===== src/rtl/swd_seq_pkg.sv =====
package swd_seq_pkg;

  typedef enum logic [3:0] {
    PH_OFF, PH_SWITCH, PH_LRESET, PH_IDLE, PH_REQ, PH_TRN_REQ,
    PH_ACK, PH_TRN_W, PH_TX, PH_RX, PH_TRN_R, PH_TRN_F
  } phase_e;

  typedef struct packed {
    logic        ap;
    logic        rnw;
    logic [1:0]  a;      // {A3, A2}
    logic [31:0] wdata;
  } xfer_t;

  localparam int          NUM_XFER   = 5;
  localparam logic [15:0] SWITCH_SEQ = 16'hE79E;
  localparam logic [2:0]  ACK_OK     = 3'b001;
  localparam logic [2:0]  ACK_WAIT   = 3'b010;

  function automatic xfer_t script_step(input logic [2:0] i);
    case (i)
      3'd0:    return {1'b0, 1'b1, 2'b00, 32'h0000_0000};
      3'd1:    return {1'b0, 1'b0, 2'b01, 32'h5000_0000};
      3'd2:    return {1'b0, 1'b0, 2'b10, 32'h0000_00F0};
      3'd3:    return {1'b1, 1'b1, 2'b11, 32'h0000_0000};
      3'd4:    return {1'b0, 1'b1, 2'b11, 32'h0000_0000};
      default: return '0;
    endcase
  endfunction

  // bit 0 is sent first
  function automatic logic [7:0] req_bits(input xfer_t x);
    logic p;
    p = x.ap ^ x.rnw ^ x.a[0] ^ x.a[1];
    return {1'b1, 1'b0, p, x.a[1], x.a[0], x.rnw, x.ap, 1'b1};
  endfunction

endpackage


===== src/rtl/swd_clk_div.sv =====
module swd_clk_div #(
  parameter int HALF_DIV = 4
) (
  input  logic clk,
  input  logic rst_n,
  input  logic run,
  output logic swclk,
  output logic slot_end
);
  localparam int SLOT = 2 * HALF_DIV;
  localparam int CW   = (SLOT > 2) ? $clog2(SLOT) : 1;

  logic [CW-1:0] cnt_q, cnt_d;

  always_comb begin
    if (!run)                         cnt_d = '0;
    else if (cnt_q == CW'(SLOT - 1))  cnt_d = '0;
    else                              cnt_d = cnt_q + 1'b1;
  end

  always_ff @(posedge clk or negedge rst_n) begin
    if (!rst_n) cnt_q <= '0;
    else        cnt_q <= cnt_d;
  end

  assign swclk    = run && (cnt_q >= CW'(HALF_DIV));
  assign slot_end = run && (cnt_q == CW'(SLOT - 1));

  // a new slot always opens with the clock low
  p_slot_opens_low_r1: assert property (@(posedge clk) disable iff (!rst_n)
    $past(slot_end) && run |-> !swclk);
  // the clock falls only at the end of a slot or when the run stops
  p_fall_at_slot_end_r1: assert property (@(posedge clk) disable iff (!rst_n)
    $fell(swclk) |-> ($past(slot_end) || !run));

endmodule


===== src/rtl/swd_rx_shift.sv =====
module swd_rx_shift #(
  parameter int W = 32
) (
  input  logic         clk,
  input  logic         rst_n,
  input  logic         shift_en,
  input  logic         din,
  output logic [W-1:0] word
);
  logic [W-1:0] word_q, word_d;

  always_comb begin
    word_d = word_q;
    if (shift_en) word_d = {din, word_q[W-1:1]};
  end

  always_ff @(posedge clk or negedge rst_n) begin
    if (!rst_n) word_q <= '0;
    else        word_q <= word_d;
  end

  assign word = word_q;

  // the word moves only on a sampled bit
  p_word_holds_r6: assert property (@(posedge clk) disable iff (!rst_n)
    !$past(shift_en) |-> $stable(word_q));

endmodule


===== src/rtl/swd_link_seq.sv =====
module swd_link_seq
  import swd_seq_pkg::*;
#(
  parameter int HALF_DIV    = 4,
  parameter int LRESET_BITS = 51,
  parameter int IDLE_BITS   = 2,
  parameter int WAIT_LIMIT  = 3
) (
  input  logic        clk,
  input  logic        rst_n,
  input  logic        start,
  output logic        swclk,
  output logic        swdio_out,
  output logic        swdio_oe,
  input  logic        swdio_in,
  output logic        busy,
  output logic        done,
  output logic        error,
  output logic [31:0] idcode,
  output logic [31:0] apid
);
  localparam int M1    = (LRESET_BITS > 33) ? LRESET_BITS : 33;
  localparam int M2    = (IDLE_BITS > M1) ? IDLE_BITS : M1;
  localparam int IDX_W = $clog2(M2 + 1);
  localparam int WW    = $clog2(WAIT_LIMIT + 2);

  // reset: asserted asynchronously, released on the clock
  logic [1:0] rst_pipe;
  logic       rst_s;
  always_ff @(posedge clk or negedge rst_n) begin
    if (!rst_n) rst_pipe <= '0;
    else        rst_pipe <= {rst_pipe[0], 1'b1};
  end
  assign rst_s = rst_pipe[1];

  phase_e           phase_q, phase_d;
  logic [IDX_W-1:0] idx_q, idx_d;
  logic [2:0]       xfer_q, xfer_d;
  logic [WW-1:0]    wait_q, wait_d;
  logic [2:0]       ack_q, ack_d;
  logic             err_q, err_d;
  logic             busy_q, busy_d, done_q, done_d, error_q, error_d;
  logic [31:0]      idcode_q, idcode_d, apid_q, apid_d;

  logic        slot_end;
  logic [31:0] rx_word;
  logic        rx_shift;
  xfer_t       cur;
  logic [7:0]  req;
  logic [2:0]  ack_full;
  logic        par_ok;

  swd_clk_div #(.HALF_DIV(HALF_DIV)) i_div (
    .clk(clk), .rst_n(rst_s), .run(busy_q), .swclk(swclk), .slot_end(slot_end)
  );

  assign rx_shift = slot_end && (phase_q == PH_RX) && (idx_q < IDX_W'(32));

  swd_rx_shift #(.W(32)) i_rx (
    .clk(clk), .rst_n(rst_s), .shift_en(rx_shift), .din(swdio_in), .word(rx_word)
  );

  assign cur      = script_step(xfer_q);
  assign req      = req_bits(cur);
  assign ack_full = {swdio_in, ack_q[2:1]};
  assign par_ok   = ((^rx_word) == swdio_in);

  // next state
  always_comb begin
    phase_d  = phase_q;
    idx_d    = idx_q;
    xfer_d   = xfer_q;
    wait_d   = wait_q;
    ack_d    = ack_q;
    err_d    = err_q;
    busy_d   = busy_q;
    done_d   = done_q;
    error_d  = error_q;
    idcode_d = idcode_q;
    apid_d   = apid_q;

    if (phase_q == PH_OFF) begin
      if (start) begin
        phase_d = PH_SWITCH;
        idx_d   = '0;
        xfer_d  = '0;
        wait_d  = '0;
        err_d   = 1'b0;
        busy_d  = 1'b1;
        done_d  = 1'b0;
        error_d = 1'b0;
      end
    end else if (slot_end) begin
      idx_d = idx_q + 1'b1;
      case (phase_q)
        PH_SWITCH: if (idx_q == IDX_W'(15)) begin
          phase_d = PH_LRESET; idx_d = '0;
        end
        PH_LRESET: if (idx_q == IDX_W'(LRESET_BITS - 1)) begin
          phase_d = PH_IDLE; idx_d = '0;
        end
        PH_IDLE: if (idx_q == IDX_W'(IDLE_BITS - 1)) begin
          idx_d = '0;
          if (xfer_q == 3'(NUM_XFER)) begin
            phase_d = PH_OFF; busy_d = 1'b0; done_d = 1'b1; error_d = 1'b0;
          end else begin
            phase_d = PH_REQ;
          end
        end
        PH_REQ: if (idx_q == IDX_W'(7)) begin
          phase_d = PH_TRN_REQ; idx_d = '0;
        end
        PH_TRN_REQ: begin
          phase_d = PH_ACK; idx_d = '0;
        end
        PH_ACK: begin
          ack_d = ack_full;
          if (idx_q == IDX_W'(2)) begin
            idx_d = '0;
            if (ack_full == ACK_OK) begin
              wait_d  = '0;
              phase_d = cur.rnw ? PH_RX : PH_TRN_W;
            end else if ((ack_full == ACK_WAIT) && (wait_q < WW'(WAIT_LIMIT))) begin
              wait_d  = wait_q + 1'b1;
              phase_d = PH_TRN_F;
            end else begin
              err_d   = 1'b1;
              phase_d = PH_TRN_F;
            end
          end
        end
        PH_TRN_W: begin
          phase_d = PH_TX; idx_d = '0;
        end
        PH_TX: if (idx_q == IDX_W'(32)) begin
          phase_d = PH_IDLE; idx_d = '0; xfer_d = xfer_q + 1'b1;
        end
        PH_RX: if (idx_q == IDX_W'(32)) begin
          phase_d = PH_TRN_R; idx_d = '0;
          if (!par_ok)                 err_d    = 1'b1;
          else if (xfer_q == 3'd0)     idcode_d = rx_word;
          else if (xfer_q == 3'd4)     apid_d   = rx_word;
        end
        PH_TRN_R: begin
          idx_d = '0;
          if (err_q) begin
            phase_d = PH_OFF; busy_d = 1'b0; done_d = 1'b1; error_d = 1'b1;
          end else begin
            phase_d = PH_IDLE; xfer_d = xfer_q + 1'b1;
          end
        end
        PH_TRN_F: begin
          idx_d = '0;
          if (err_q) begin
            phase_d = PH_OFF; busy_d = 1'b0; done_d = 1'b1; error_d = 1'b1;
          end else begin
            phase_d = PH_REQ;
          end
        end
        default: begin
          phase_d = PH_OFF; busy_d = 1'b0;
        end
      endcase
    end
  end

  // registers
  always_ff @(posedge clk or negedge rst_s) begin
    if (!rst_s) begin
      phase_q  <= PH_OFF;
      idx_q    <= '0;
      xfer_q   <= '0;
      wait_q   <= '0;
      ack_q    <= '0;
      err_q    <= 1'b0;
      busy_q   <= 1'b0;
      done_q   <= 1'b0;
      error_q  <= 1'b0;
      idcode_q <= '0;
      apid_q   <= '0;
    end else begin
      phase_q  <= phase_d;
      idx_q    <= idx_d;
      xfer_q   <= xfer_d;
      wait_q   <= wait_d;
      ack_q    <= ack_d;
      err_q    <= err_d;
      busy_q   <= busy_d;
      done_q   <= done_d;
      error_q  <= error_d;
      idcode_q <= idcode_d;
      apid_q   <= apid_d;
    end
  end

  // line drive
  always_comb begin
    swdio_oe  = 1'b0;
    swdio_out = 1'b0;
    case (phase_q)
      PH_SWITCH: begin swdio_oe = 1'b1; swdio_out = SWITCH_SEQ[idx_q[3:0]]; end
      PH_LRESET: begin swdio_oe = 1'b1; swdio_out = 1'b1; end
      PH_IDLE:   begin swdio_oe = 1'b1; swdio_out = 1'b0; end
      PH_REQ:    begin swdio_oe = 1'b1; swdio_out = req[idx_q[2:0]]; end
      PH_TX: begin
        swdio_oe  = 1'b1;
        swdio_out = (idx_q == IDX_W'(32)) ? (^cur.wdata) : cur.wdata[idx_q[4:0]];
      end
      default: ;
    endcase
  end

  assign busy   = busy_q;
  assign done   = done_q;
  assign error  = error_q;
  assign idcode = idcode_q;
  assign apid   = apid_q;

  // host line values change only at slot boundaries
  p_drive_stable_r1: assert property (@(posedge clk) disable iff (!rst_s)
    busy_q && $past(busy_q) && !$past(slot_end) |-> $stable(swdio_out) && $stable(swdio_oe));
  // clock parked low when idle
  p_clk_parked_r1: assert property (@(posedge clk) disable iff (!rst_s)
    !busy |-> !swclk);
  // line released while the acknowledge is sampled
  p_ack_released_r5: assert property (@(posedge clk) disable iff (!rst_s)
    (phase_q == PH_ACK) |-> !swdio_oe);
  // retry count never exceeds its bound
  p_wait_bound_r9: assert property (@(posedge clk) disable iff (!rst_s)
    wait_q <= WW'(WAIT_LIMIT));
  // completion only at the end of a running script
  p_done_after_busy_r10: assert property (@(posedge clk) disable iff (!rst_s)
    $rose(done) |-> $past(busy) && !busy);
  // error is reported only together with done
  p_error_with_done_r10: assert property (@(posedge clk) disable iff (!rst_s)
    error |-> done);

endmodule


===== config.mk =====
export PLATFORM = sky130hd
export DESIGN_NAME = swd_link_seq
export DESIGN_NICKNAME = d
export VERILOG_FILES = /design/src/rtl/swd_seq_pkg.sv /design/src/rtl/swd_clk_div.sv /design/src/rtl/swd_rx_shift.sv /design/src/rtl/swd_link_seq.sv
export SDC_FILE = /design/constraint.sdc
export NUM_CORES = 1
export LEC_CHECK = 0
export BUFFER_PORTS_ARGS = -buffer_cell sky130_fd_sc_hd__buf_2
export CORE_UTILIZATION = 63
export DETAILED_ROUTE_END_ITERATION = 10
export HOLD_SLACK_MARGIN = 0.15
export PLACE_DENSITY = 0.85
export SYNTH_ARGS = -nofsm -noshare
export SYNTH_HDL_FRONTEND = slang
export SYNTH_SLANG_ARGS = --single-unit

===== constraint.sdc =====
create_clock -name clk -period 10.89 [get_ports clk]
set_input_delay 0.5445 -clock clk [delete_from_list [all_inputs] [get_ports clk]]
set_output_delay 0.5445 -clock clk [all_outputs]
set_load 0.05 [all_outputs]

# ---- Word level (Yosys, flattened, before mapping)
# Memory sizes are Yosys's and may differ from the RTL's.
# Index checks and enable logic that the tools add are counted.
dict set report classes {
  n_addsub 4
  magnitude_cmp 6
  n_eq_ne 41
  muxes 74
  bitwise_logic 5
  n_reduce_logical 31
}
# op n
set ops {}
lappend ops {{36-bit case mux with 5 select lines} 1}
lappend ops {{32-bit parity} 2}
lappend ops {{6-bit two-way mux} 9}
lappend ops {{4-bit two-way mux} 12}
lappend ops {{3-bit two-way mux} 15}
lappend ops {{4-bit case mux with 11 select lines} 1}
lappend ops {{6-bit case mux with 7 select lines} 1}
lappend ops {{3-bit != test (second input constant)} 10}
lappend ops {{1-bit two-way mux} 26}
lappend ops {{6-bit AND reduction} 3}
lappend ops {{4-bit by 3-bit == test with 1-bit output (second input constant)} 4}
lappend ops {{4-bit == test (second input constant)} 4}
lappend ops {{6-bit == test (second input constant)} 2}
lappend ops {{3-bit nonzero test} 4}
lappend ops {{5-bit AND reduction} 2}
lappend ops {{3-bit by 1-bit adder with 3-bit output (second input constant)} 3}
lappend ops {{3-bit by 2-bit == test with 1-bit output (second input constant)} 3}
lappend ops {{3-bit == test (second input constant)} 3}
lappend ops {{9-bit AND reduction} 1}
lappend ops {{4-bit by 2-bit == test with 1-bit output (second input constant)} 2}
lappend ops {{8-bit AND reduction} 1}
lappend ops {{8-bit OR reduction} 1}
lappend ops {{7-bit AND reduction} 1}
lappend ops {{6-bit by 1-bit adder with 6-bit output (second input constant)} 1}
lappend ops {{other kinds (35)} 49}
dict set report totals {
  reg_bits 124
  rom_bits 16
  in_bits 4
  out_inout_bits 70
  elab_cells 176
  mem_count 1
}
# memory words width rd rd_ports_with_merged_regs wr line_no
set memory_table {}
lappend memory_table {{(no name shown)} 16 1 1 0 0 swd_link_seq.sv:201} ;# PH_SWITCH: begin swdio_oe = 1'b1; swdio_out = SWITCH_SEQ[idx_q[3:0]]; end

# ---- Depth between registers and ports, before layout
dict set report depth {
  ltp_word 8
  ltp_mapped 9
  ltp_nobuf 8
}

# ---- By module
# A second synthesis with hierarchy kept.
dict set report hier_totals {
  cells_unflattened 476
  hier_area_um2 6228.5
}
# module n_inst cells_each area_each_um2 seq_area_each_um2
set by_module_without_submodules {}
lappend by_module_without_submodules {swd_link_seq 1 398 4740.8 2202.1}
lappend by_module_without_submodules {swd_rx_shift 1 68 1345.0 800.8}
lappend by_module_without_submodules {swd_clk_div 1 10 142.6 75.1}

# ---- Worst setup path before layout
# No wires, ideal clock.
dict set report synth_path {
  kind {reg-to-output}
  start {reg xfer_q[0]}
  end {out swdio_out}
  arrival_ns 3.203
  required_ns 10.346
  setup_slack_ns 7.143
  stages_incl_launch_ff 8
  path_buffers 0
  path_cell_list {dfrtp_1 ha_1 ha_1 o41ai_1 or3_1 a21oi_1 o21a_1 o41ai_1}
}
dict set report synth_via {
  elab_chain_len 8
  elab_cells_between_ends 16
  cone_classes {eq/ne (4); mux (7); bitwise (3); reduce/logical (2)}
}
# element line_no
set synth_lines {}
lappend synth_lines {{from (decl)} swd_link_seq.sv:38} ;# logic [2:0] xfer_q, xfer_d;
lappend synth_lines {{from (signal assigned)} swd_link_seq.sv:184} ;# xfer_q <= xfer_d;
lappend synth_lines {{3-bit == test (tied with other cells)} swd_seq_pkg.sv:21} ;# case (i)
lappend synth_lines {{36-bit case mux with 5 select lines *} swd_seq_pkg.sv:21}
lappend synth_lines {{1-bit bitwise XOR (3 in series)} swd_seq_pkg.sv:34} ;# p = x.ap ^ x.rnw ^ x.a[0] ^ x.a[1];
lappend synth_lines {{1-bit binary-select mux with 3-bit select} swd_link_seq.sv:204} ;# PH_REQ: begin swdio_oe = 1'b1; swdio_out = req[idx_q[2:0]]; end
lappend synth_lines {{1-bit two-way mux (not written as such)} swd_link_seq.sv:204}
lappend synth_lines {{1-bit case mux with 4 select lines *} swd_link_seq.sv:200} ;# case (phase_q)
lappend synth_lines {{to (decl)} swd_link_seq.sv:13} ;# output logic swdio_out,
# Mark *: on every way between the ends. The rest lies on a longest branch, timed or not. The select of a mux whose other input is x is not followed.

# ---- Final worst setup path
dict set report layout_path {
  start {reg xfer_q[2]}
  end {out swdio_out}
}
# The elaborated chain is that of the path after synthesis.

==> out/results.ini <==
[cells_and_area]
final_nets=576
syn_to_final_growth_pct=16.4
layout_commonest_cell=dfrtp_1
stdcell_count=701
antenna_cells=0
layout_common_cells=dfrtp_1 (122), buf_2 (73), mux2_4 (60)
drive_gt1_share_pct=37.6

[floorplan]
pin_count=74
initial_core_util_pct=65.8
die_width_um=101
die_area_sq_mm=0.0101
dieHeight_um=101
rows=35
coreArea_sq_mm=0.00933

[drt]
antenna_left=0
vias_per_cell=5.86
vias=4110
detail_route.wl_per_cell_um=18.9
routed_wirelength_mm=13.2
first_pass_iters=4
drt_iter0_drc=300
drc_errors=0

[setup_path]
crit_type=reg2out
start_kind=register
end_kind=output port
startpoint=xfer_q[2]
cp_max_fo=13
regToRegStartpoint=idx_q[0]
crit_required_ns=10.35
worst_ep_arrival_time_ns=3.07

[timing]
tns_ns=0
setup_viol=0
relSlewSlack_pct=29.7
drv_slew=0
hold_viol=0
whs_ns=0.272
post-route-min-period_ns=3.61
fmax_mhz=277
rsz0062_at_grt=false
clock_skew_ns=0.00716
min_period_over_period_pct=33.2
tightest_slew_ns=1.05

[cts]
clk_latency_ns=0.52
cts_buffers=17
ctsRootBufferMaster=clkbuf_8
clockBufferDepth=2
cts.sinks=123
h-tree-depth=4
clkTransAtPathRegs_ns=0.06
cts_post_setup_buffers_inserted=0
cts_tree=yes

[power]
cellPowerDensity_mw_per_mm2=206
comb_power_share_pct=27.4
total_power_uw=1470
power_frac_seq_pct=38.5
p_leak_uw=0.00374
power_switching_uw=543
intPower_uw=929
switching_share_pct=36.9
clock_power_share_pct=34.1
ir_drop_mv=0.169

[synth]
async_flop_share_pct=100
synth_seq_cells=123
syn-cell-area_sq_mm=0.00614
synth_warnings=0
synthCells=483
seq_area_frac_synth_pct=50.1
synthFlopType=dfrtp_1
synth_top_area_share_pct=50.1
syn_area_per_cell_sq_um=12.7
synth_top_area_cell=dfrtp_1
synth_area_leaders=dfrtp_1 (50%), mux2_4 (15%), mux2_2 (7.5%)
synth_nets=500
synth_edf_count=0
synth_cell_types=51

[global_routing]
grt_usage_pct=28.7
antenna_found_initial=1
grt_pass1_wl_mm=22.1
gr-total-overflow=0
grt_max_degree=91
grt_pass1_vias=4263

[placement]
portBuffers=73
dp_hpwl_mm=8.45
dp.cells=668
gp_congestion=0.888

[job]
maxCapViolations=0

[outcome]
status=completed

[min_path]
min_path_type=reg2async

-- per-stage QoR --
step | setup WS (ns) | utilization [%] | cell area (sq um)
3_5_place_dp | 7.43 | 70.8 | 6600
5_1_grt | 6.97 | 76.6 | 7140
6_report | 7.28 | 76.6 | 7140
4_1_cts | 7.23 | 76.6 | 7140
2_1_floorplan | 7.14 | - | 6140
3_3_place_gp | 7.47 | 70.8 | 6600
-- power groups by stage --
stage / combinational [uW] / sequential (uW) / clock, uW
after global placement: 383 / 570 / 0
after floorplan: 326 / 549 / 0
after global routing: 450 / 576 / 533
after detailed placement: 395 / 572 / 0
final: 403 / 567 / 502
after CTS: 400 / 565 / 507
-- path summary, 6_finish.rpt --
| kind | endpoint | slack, ns | cells after the start |
|---|---|---|---|
| worst max-delay path | swdio_out | 7.28 | 8 |
| worst min-delay path | idcode[7] | 0.27 | 0 |
| worst max register to register | apid[15] | 7.37 | 9 |
| worst min register to register | idcode[7] | 0.27 | 0 |
| max in group asynchronous | idcode[24] | 9.22 | 1 |
| min in group clk | rst_pipe[1] | 0.36 | 0 |
-- flip-flops by register name, indices dropped and copies added, names as in the netlist, 2 cells and up --
name         count
wait_q           3
idx_q            6
ack_q            2
xfer_q           3
phase_q          4
apid            32
idcode          32
i_rx.word       32
i_div.cnt_q      3
rst_pipe         2
-- kinds of logic after synthesis --
kind of cell / after synthesis / share of synthesized area, %
mux: 106 / 23.1
buf+inv: 38 / 3.06
fa+ha+maj: 13 / 2.65
compound gates: 69 / 7.32
simple gates: 100 / 8.50
flops: 123 / 50.1
other cells: 1 / 0.0611
xor+xnor: 33 / 5.16
-- routing by layer --
layer  share of wire, %  wire length (um)  GRT usage (%)  up-vias
li1                   -                 -              -     1874
met1                 42              5600           37.0     2077
met2                 51              6750           47.0      132
met3                4.6               614           6.24       25
met4                1.9               258           12.6        2
met5              0.076                10              0        -
-- Yosys cell counts, types with 3 or more instances --
cell / instances
inv_1: 16
nor2b_1: 8
a211oi_1: 4
nor3_1: 10
xnor2_1: 27
a21oi_1: 18
nand3_1: 8
dfrtp_1: 123
or3_1: 4
nor2_1: 17
a22o_1: 4
buf_6: 6
and2_1: 5
clkbuf_1: 15
mux2_4: 60
nor3b_1: 7
o41ai_1: 3
ha_1: 13
xor2_1: 4
nand2b_1: 4
mux2i_1: 3
nand2_1: 23
a21o_1: 4
mux2_2: 41
nor4_1: 6
o21ai_0: 18
-- area by class of cell --
type | instances | area, sq um
clock buffers | 18 | 418
clock inverters | 14 | 114
fillers | 535 | 2180
inverters | 16 | 60.1
multi-input cells | 322 | 2900
flip-flops and latches | 123 | 3080
well taps | 129 | 161
repair buffers | 79 | 413
-- timing repair --
| item | CTS | global route |
|---|---|---|
| resized for setup | 0 | 0 |
| endpoints found under the hold margin | 2 | 0 |
| hold buffers | 1 | 0 |
-- worst max-delay path: stages (launching register included) --
cell and delay [ns]:
dfrtp_1 0.56, inv_1 0.21, ha_1 0.30, o41ai_1 0.48, or3_1 0.17, a21oi_1 0.07
o21a_1 0.18, o41ai_1 0.26, buf_2 0.33
Power figures use the tool's default switching activity.
